==> src/rtl/f2x_pkg.sv <==
package f2x_pkg;

    typedef enum logic [1:0] {
        CLS_ZERO    = 2'd0,
        CLS_NORMAL  = 2'd1,
        CLS_SPECIAL = 2'd2
    } flt_class_e;

    function automatic int imax(input int a, input int b);
        return (a > b) ? a : b;
    endfunction

endpackage

==> src/rtl/f2x_classify.sv <==
module f2x_classify
    import f2x_pkg::*;
#(
    parameter int FLT_W = 32,
    parameter int EXP_W = 8,
    parameter int MAN_W = 23
) (
    input  logic [FLT_W-1:0] flt,
    output logic             sign,
    output flt_class_e       cls,
    output logic [EXP_W-1:0] exp_field,
    output logic [MAN_W:0]   sig
);

    always_comb begin
        sign      = flt[FLT_W-1];
        exp_field = flt[FLT_W-2 -: EXP_W];
        // hidden one restored above the fraction field
        sig       = {1'b1, flt[MAN_W-1:0]};
        if (exp_field == '0) begin
            cls = CLS_ZERO;          // zero and subnormals are flushed
        end else if (&exp_field) begin
            cls = CLS_SPECIAL;       // infinity or NaN
        end else begin
            cls = CLS_NORMAL;
        end
    end

endmodule

==> src/rtl/f2x_shift_calc.sv <==
module f2x_shift_calc #(
    parameter int EXP_W   = 8,
    parameter int MAN_W   = 23,
    parameter int FIX_W   = 32,
    parameter int RADIX_W = 6,
    parameter int W       = 32,
    parameter int SH_W    = 5,
    parameter int CW      = 12
) (
    input  logic [EXP_W-1:0]   exp_field,
    input  logic [RADIX_W-1:0] radix,
    output logic               shl,
    output logic [SH_W-1:0]    amt,
    output logic               kill,
    output logic               big
);

    localparam int BIAS = (1 << (EXP_W - 1)) - 1;

    logic signed [CW-1:0] lead_pos;   // bit index of the leading one in the fixed word
    logic signed [CW-1:0] shift_s;
    logic        [CW-1:0] shift_mag;

    always_comb begin
        lead_pos  = $signed({{(CW-EXP_W){1'b0}}, exp_field})
                  - $signed(CW'(BIAS))
                  + $signed({{(CW-RADIX_W){1'b0}}, radix});
        shift_s   = lead_pos - $signed(CW'(MAN_W));
        big       = lead_pos > $signed(CW'(FIX_W - 1));
        shl       = !shift_s[CW-1];
        shift_mag = shl ? shift_s : -shift_s;
        kill      = shift_mag >= CW'(W);
        amt       = shift_mag[SH_W-1:0];
    end

endmodule

==> src/rtl/f2x_shifter.sv <==
module f2x_shifter #(
    parameter int IN_W = 24,
    parameter int W    = 32,
    parameter int SH_W = 5
) (
    input  logic [IN_W-1:0] sig,
    input  logic            shl,
    input  logic [SH_W-1:0] amt,
    input  logic            kill,
    output logic [W-1:0]    res
);

    logic [W-1:0] stage [SH_W+1];

    assign stage[0] = W'(sig);

    for (genvar k = 0; k < SH_W; k++) begin : g_stage
        localparam int STEP = 1 << k;
        if (STEP >= W) begin : g_flush
            assign stage[k+1] = amt[k] ? '0 : stage[k];
        end else begin : g_move
            assign stage[k+1] = !amt[k] ? stage[k]
                              : (shl ? (stage[k] << STEP) : (stage[k] >> STEP));
        end
    end

    assign res = kill ? '0 : stage[SH_W];

endmodule

==> src/rtl/f2x_convert.sv <==
module f2x_convert
    import f2x_pkg::*;
#(
    parameter int FLT_W           = 32,
    parameter int EXP_W           = 8,
    parameter int MAN_W           = 23,
    parameter int FIX_W           = 32,
    parameter int FRAC_BITS       = 20,
    parameter int RADIX_W         = 6,
    parameter bit RADIX_FROM_PORT = 1'b1
) (
    input  logic               clk,
    input  logic               rst_n,
    input  logic [FLT_W-1:0]   flt_in,
    input  logic [RADIX_W-1:0] radix_in,
    output logic [FIX_W-1:0]   fix_out,
    output logic               ovf_out
);

    localparam int SIG_W = MAN_W + 1;
    localparam int W     = imax(FIX_W, SIG_W);
    localparam int SH_W  = imax($clog2(W), 1);
    localparam int CW    = imax(imax(EXP_W, RADIX_W),
                                imax($clog2(SIG_W + 1), $clog2(FIX_W + 1))) + 3;
    localparam logic [FIX_W-1:0] FIX_MAX = {1'b0, {(FIX_W-1){1'b1}}};
    localparam logic [FIX_W-1:0] FIX_MIN = {1'b1, {(FIX_W-1){1'b0}}};

    typedef struct packed {
        logic [FIX_W-1:0] fix;
        logic             ovf;
    } out_t;

    out_t out_d, out_q;

    logic               sign;
    flt_class_e         cls;
    logic [EXP_W-1:0]   exp_field;
    logic [SIG_W-1:0]   sig;
    logic [RADIX_W-1:0] radix_eff;
    logic               shl, kill, big;
    logic [SH_W-1:0]    amt;
    logic [W-1:0]       shift_res;
    logic               hi_set;
    logic [FIX_W-1:0]   mag;
    logic               mag_ovf;

    // radix point source chosen at build time
    if (RADIX_FROM_PORT) begin : g_radix_port
        assign radix_eff = radix_in;
    end else begin : g_radix_const
        assign radix_eff = RADIX_W'(FRAC_BITS);
    end

    f2x_classify #(
        .FLT_W (FLT_W),
        .EXP_W (EXP_W),
        .MAN_W (MAN_W)
    ) u_classify (
        .flt       (flt_in),
        .sign      (sign),
        .cls       (cls),
        .exp_field (exp_field),
        .sig       (sig)
    );

    f2x_shift_calc #(
        .EXP_W   (EXP_W),
        .MAN_W   (MAN_W),
        .FIX_W   (FIX_W),
        .RADIX_W (RADIX_W),
        .W       (W),
        .SH_W    (SH_W),
        .CW      (CW)
    ) u_shift_calc (
        .exp_field (exp_field),
        .radix     (radix_eff),
        .shl       (shl),
        .amt       (amt),
        .kill      (kill),
        .big       (big)
    );

    f2x_shifter #(
        .IN_W (SIG_W),
        .W    (W),
        .SH_W (SH_W)
    ) u_shifter (
        .sig   (sig),
        .shl   (shl),
        .amt   (amt),
        .kill  (kill),
        .res   (shift_res)
    );

    if (W > FIX_W) begin : g_hi_bits
        assign hi_set = |shift_res[W-1:FIX_W];
    end else begin : g_no_hi_bits
        assign hi_set = 1'b0;
    end

    assign mag = shift_res[FIX_W-1:0];

    always_comb begin
        // the most negative code is the one magnitude with its top bit set that fits
        mag_ovf = big | hi_set | (mag[FIX_W-1] & ~(sign & ~|mag[FIX_W-2:0]));
        out_d   = '0;
        unique case (cls)
            CLS_ZERO: begin
                out_d = '0;
            end
            CLS_SPECIAL: begin
                out_d.ovf = 1'b1;
                out_d.fix = sign ? FIX_MIN : FIX_MAX;
            end
            CLS_NORMAL: begin
                if (mag_ovf) begin
                    out_d.ovf = 1'b1;
                    out_d.fix = sign ? FIX_MIN : FIX_MAX;
                end else begin
                    out_d.fix = sign ? -mag : mag;
                end
            end
            default: out_d = '0;
        endcase
    end

    // single output register; cleared by reset, one cycle of latency
    always_ff @(posedge clk or negedge rst_n) begin
        if (!rst_n) begin
            out_q <= '0;
        end else begin
            out_q <= out_d;
        end
    end

    assign fix_out = out_q.fix;
    assign ovf_out = out_q.ovf;

    assert_zero_clear_R3: assert property (@(posedge clk) disable iff (!rst_n)
        (flt_in[FLT_W-2 -: EXP_W] == '0) |=> (fix_out == '0 && !ovf_out));

    assert_special_sat_R4: assert property (@(posedge clk) disable iff (!rst_n)
        (&flt_in[FLT_W-2 -: EXP_W]) |=>
            (ovf_out && fix_out == ($past(flt_in[FLT_W-1]) ? FIX_MIN : FIX_MAX)));

    assert_ovf_saturated_R6: assert property (@(posedge clk) disable iff (!rst_n)
        ovf_out |-> (fix_out == FIX_MAX || fix_out == FIX_MIN));

    assert_pos_nonneg_R5: assert property (@(posedge clk) disable iff (!rst_n)
        !flt_in[FLT_W-1] |=> !fix_out[FIX_W-1]);

    assert_neg_nonpos_R5: assert property (@(posedge clk) disable iff (!rst_n)
        flt_in[FLT_W-1] |=> (fix_out == '0 || fix_out[FIX_W-1]));

endmodule

==> config.mk <==
export PLATFORM = sky130hd
export DESIGN_NAME = f2x_convert
export DESIGN_NICKNAME = d
export VERILOG_FILES = /design/src/rtl/f2x_pkg.sv /design/src/rtl/f2x_classify.sv /design/src/rtl/f2x_shift_calc.sv /design/src/rtl/f2x_shifter.sv /design/src/rtl/f2x_convert.sv
export SDC_FILE = /design/constraint.sdc
export NUM_CORES = 1
export LEC_CHECK = 0
export CAP_MARGIN = 0
export CORE_MARGIN = 10
export CORE_UTILIZATION = 45
export DETAILED_ROUTE_END_ITERATION = 8
export GPL_TIMING_DRIVEN = 0
export PLACE_DENSITY_LB_ADDON = 0.25
export RECOVER_POWER = 25
export SYNTH_ARGS = -nofsm -noshare
export SYNTH_HDL_FRONTEND = slang
export SYNTH_HIERARCHICAL = 1
export SYNTH_SLANG_ARGS = --single-unit
==> constraint.sdc <==
create_clock -name clk -period 0.8 [get_ports clk]
set_input_delay 0.24 -clock clk [delete_from_list [all_inputs] [get_ports clk]]
set_output_delay 0.24 -clock clk [all_outputs]
set_load 0.01 [all_outputs]
* Word-level counts from Yosys, hierarchy flattened
Cells that the tools add are included.
** Word-level totals
- Flip-flop bits (word level) :: 33
- Input port bits :: 40
- Output and inout port bits :: 33
** Cells by class
- $add $sub $neg :: 5
- Order comparisons :: 2
- Equal/unequal tests :: 2
- Muxes and demuxes :: 19
- Bitwise logic cells :: 4
- Reduce and logical (&&, ||, !) cells :: 4
** Operator list (count)
- 32-bit two-way mux :: 13
- 33-bit one-hot mux with 2 select lines :: 1
- 32-bit negator :: 1
- 31-bit OR reduction :: 1
- 25-bit two-way mux :: 1
- 11-bit by 7-bit adder with 11-bit output :: 1
- 11-bit by 6-bit greater-or-equal comparator with 1-bit output, second input constant :: 1
- 11-bit by 6-bit greater-than comparator with 1-bit output, second input constant :: 1
- 11-bit two-way mux :: 1
- 11-bit negator :: 1
- 11-bit by 6-bit subtractor with 11-bit output, second input constant :: 1
- 8-bit by 7-bit subtractor with 9-bit output, second input constant :: 1
- 8-bit logical NOT :: 1
- 8-bit AND reduction :: 1
- 2-bit two-way mux :: 2
- 1-bit AND :: 2
- 2-bit by 1-bit equality test with 1-bit output, second input constant :: 1
- 2-bit equality test, second input constant :: 1
- 1-bit logical NOT :: 1
- 1-bit two-way mux :: 1
- 1-bit NOT :: 1
- 1-bit bitwise OR :: 1

* Depth between registers and ports, before layout
- Depth in word-level cells :: 23
- Mapped depth :: 30

* By module
The synthesis kept the hierarchy.
** By module, submodules not included
- f2x_shifter :: times used 1, cells each 488, area an instance 3151.8 µm², seq. area each 0.0 µm²
- f2x_convert :: times used 1, cells each 231, area an instance 2069.5 µm², seq. area each 825.8 µm²
- f2x_shift_calc :: times used 1, cells each 135, area an instance 978.4 µm², seq. area each 0.0 µm²
- f2x_classify :: times used 1, cells each 40, area an instance 291.5 µm², seq. area each 0.0 µm²

* Worst setup path before layout
Ideal clock, no wire load.
- Path kind :: input port to flip-flop
- Start point :: input flt_in[23]
- End point :: register out_q (netlist bit fix_out[18])
- Arrival time :: 5851 ps
- Slack :: -5176 ps
- Cell stages on the path :: 26
- Path buffers :: 2
- Cell sequence :: buf_4 ha_1 inv_1 fa_1 inv_1 ha_1 nand2_1 o21ai_0 a221o_1 a21o_1 o21ai_2 mux2_2 buf_2 nand2_2 nor2_1 or3b_1 o21ai_0 nor3_1 a211o_1 inv_1 ha_1 or3b_2 or3_1 or4_1 mux2i_1 o21ai_1
** RTL lines
- from (decl) :: line f2x_convert.sv:14 : input logic [FLT_W-1:0] flt_in,
- to (signal assigned) :: line f2x_convert.sv:132 : out_q <= out_d;
- to (decl) :: line f2x_convert.sv:33 : out_t out_d, out_q;

==> run metrics <==
root buf cell=clkbuf_16; Synth Flop Type=dfrtp_1; Worst Path Buf+Inv=9; CTS sink count=33; status=finished, violations left; 1st-pass router iterations=6; most frequent cell after synthesis=nor2_1; largest net degree at the start of global routing=34; fin crit period=5.77 ns; post-synthesis register bit count=33; drt drc=0; CTS H-Tree Depth=2; final core utilization=68.0%; deepest clock path buffer count=2; worst stage delay on the critical path=0.54 ns; Final WS setup=-4.97 ns; Die Wd=140 um; Async SR Flop Fraction=100%; Via density=6.74; worst slack, placed=-6.35 ns; clk slew on worst S/H paths=0.05 ns; Synth top area share=12.7%; syn_area_per_cell=7.26 um2; Setup Viol. Count Final=66; failing checks=setup timing; Worst VDD drop=1.55 mV; area delta synth->final=46.6%; diode count=0; sequential-to-total area share from yosys stat=12.7%; gpl congestion=1.05; die area=19600 um2; DR iter-0 viols=1055; slowest CP cell=fa_2; Routed Antenna Nets=0; Yosys top cell by area=dfrtp_1; first-pass GRT wire length=43700 um; gr ovfl total=0; Syn Nets=948; I/O Pins=73; synth top area cells=dfrtp_1, mux2i_1, nor2_1; Syn Inst Count=894; initial antenna violation count=0; TritonCTS clock tree=built; Worst path top cell family by delay=compound AO/OA/AOI/OAI gates; Slew Limit Headroom=33.9%; Hold WC Path Type=primary input to asynchronous set/reset pin; yosys warns=6; synth cell count leaders=nor2_1, mux2i_1, a21oi_1, o21ai_0, nand2_1; final hold vios=0; via count=8393; Die Y=140 um; Arrival @ worst endpoint=5.96 ns; row count=43; Final #Nets=1118; hpwl dp=20100 um; worst-path fanout max=6; Slew Viols, Final=0; core area=14000 um2; Total GRT Usage=26.5%; f_max=173 MHz; Initial Util=46.4%; CP Launch Type=primary input; Slew @ Worst Pin=0.990 ns; RSZ-0062 raised after global routing=yes; pwr dens=3160 nW/um2; Setup CP Type=primary input to flip-flop; Tcrit/Tclk final=721%; CTS buffer count=5; EDFF count, synth=0; static leakage=3.97 nW; share of cells above drive strength 1=42.7%; vias in the first global route=7883; drt wl/cell=23.4 um; Max-cap violations=0; Netlist cell types=101; Routed WL=29100 um; Crit. End Element=flip-flop; IO Port Bufs=48; mapped cell area=6490 um2; Critical Path RT=0.99 ns; number of fill cells=1169
==> power by group <==
part	switching, mW	leakage, nW	internal [mW]
Combinational	14.4	3.49	11.2
Sequential	0.194	0.415	2.37
Clock	0.712	0.0696	1.14
Total	15.3	3.97	14.7
==> cell type report <==
cell class | count | area (um2) | area share (%)
multi-input combinational | 744 | 6030 | 63.4
timing repair buffer | 167 | 1390 | 14.6
sequential | 33 | 826 | 8.68
buffer | 88 | 786 | 8.26
tap | 180 | 225 | 2.37
clock buffer | 5 | 125 | 1.31
inverter | 25 | 114 | 1.20
clock inverter | 3 | 17.5 | 0.184
==> cells by family (layout without fill, tap and decap cells) <==
| logic type | after synthesis | in the layout | synth area share, % |
|---|---|---|---|
| DFF | 33 | 33 | 12.7 |
| AOI/OAI and AO/OA | 313 | 313 | 34.2 |
| buffers and inverters | 117 | 288 | 10.5 |
| and+or+nand+nor | 315 | 315 | 24.5 |
| muxes | 67 | 67 | 10.4 |
| xor gates and xnor gates | 34 | 34 | 4.70 |
| other | 1 | 1 | 0.0578 |
| adders and majority gates | 14 | 14 | 2.81 |
==> timing repair <==
item                       in CTS  in global routing
setup buffers                  69                 46
setup endpoints to repair      99                 92
pin swaps                      60                 79
gates resized for setup       329                115
hold buffers                    0                  0
gates cloned                    3                  2
==> registers in the layout, summed over array words and instances (netlist names) <==
register and flops:
ovf_out 1, fix_out 32
==> cell usage in the layout, fill, tap and decap left out, types with 7 or more instances in the layout <==
master,netlist,final
a211oi_1,24,16
a211oi_2,8,13
a21o_1,8,7
a21oi_1,56,43
a21oi_2,1,10
a31oi_1,12,10
buf_12,0,8
buf_2,18,35
buf_4,37,136
buf_6,8,31
buf_8,2,9
clkdlybuf4s50_1,0,8
dfrtp_1,33,33
inv_1,24,17
mux2i_1,61,58
nand2_1,48,43
nand2b_1,11,9
nand3_1,17,14
nand4_1,9,9
nor2_1,108,95
nor2_2,1,7
nor2_4,0,7
nor2b_1,10,9
nor3_1,44,30
nor3_2,2,11
o211ai_1,8,8
o21a_1,14,14
o21ai_0,56,35
o21ai_1,25,16
o21ai_2,1,27
o22ai_1,10,9
or2_2,10,9
or4_4,1,8
xnor2_1,19,16
xor2_1,14,12
==> stage by stage <==
step	std cells	instance area (um2)	power (mW)	hold WS (ns)	setup TNS (ns)
4_1_cts	1201	8690	26.0	0.168	-164.56
6_report	1245	9520	30.1	0.118	-167.53
2_1_floorplan	894	6720	14.9	-0.0556	-153.11
3_5_place_dp	1122	7420	20.2	0.681	-252.19
5_1_grt	1245	9520	31.2	0.196	-172.85
3_3_place_gp	1122	7420	20.3	0.688	-248.28
==> routing by layer <==
metal  part of all wire [%]  track usage (%)  vias up  wire [um]
met5                      0                0        -          0
met4                    6.5             14.2        0       1900
met3                    9.1             3.85      171       2660
met2                     46             43.7      652      13400
met1                     38             32.5     3892      11100
li1                       -                -     3678          -
==> final timing paths <==
kind                             from     endpoint  slack [ns]  cells past startpoint
min in group clk           flt_in[31]   fix_out[1]        0.41                      3
hold / removal                  rst_n  fix_out[28]        0.12                      1
max in group asynchronous       rst_n  fix_out[18]        0.22                      1
setup / recovery           flt_in[23]  fix_out[19]       -4.97                     30
No activity file was read; power rests on OpenSTA's default activity.
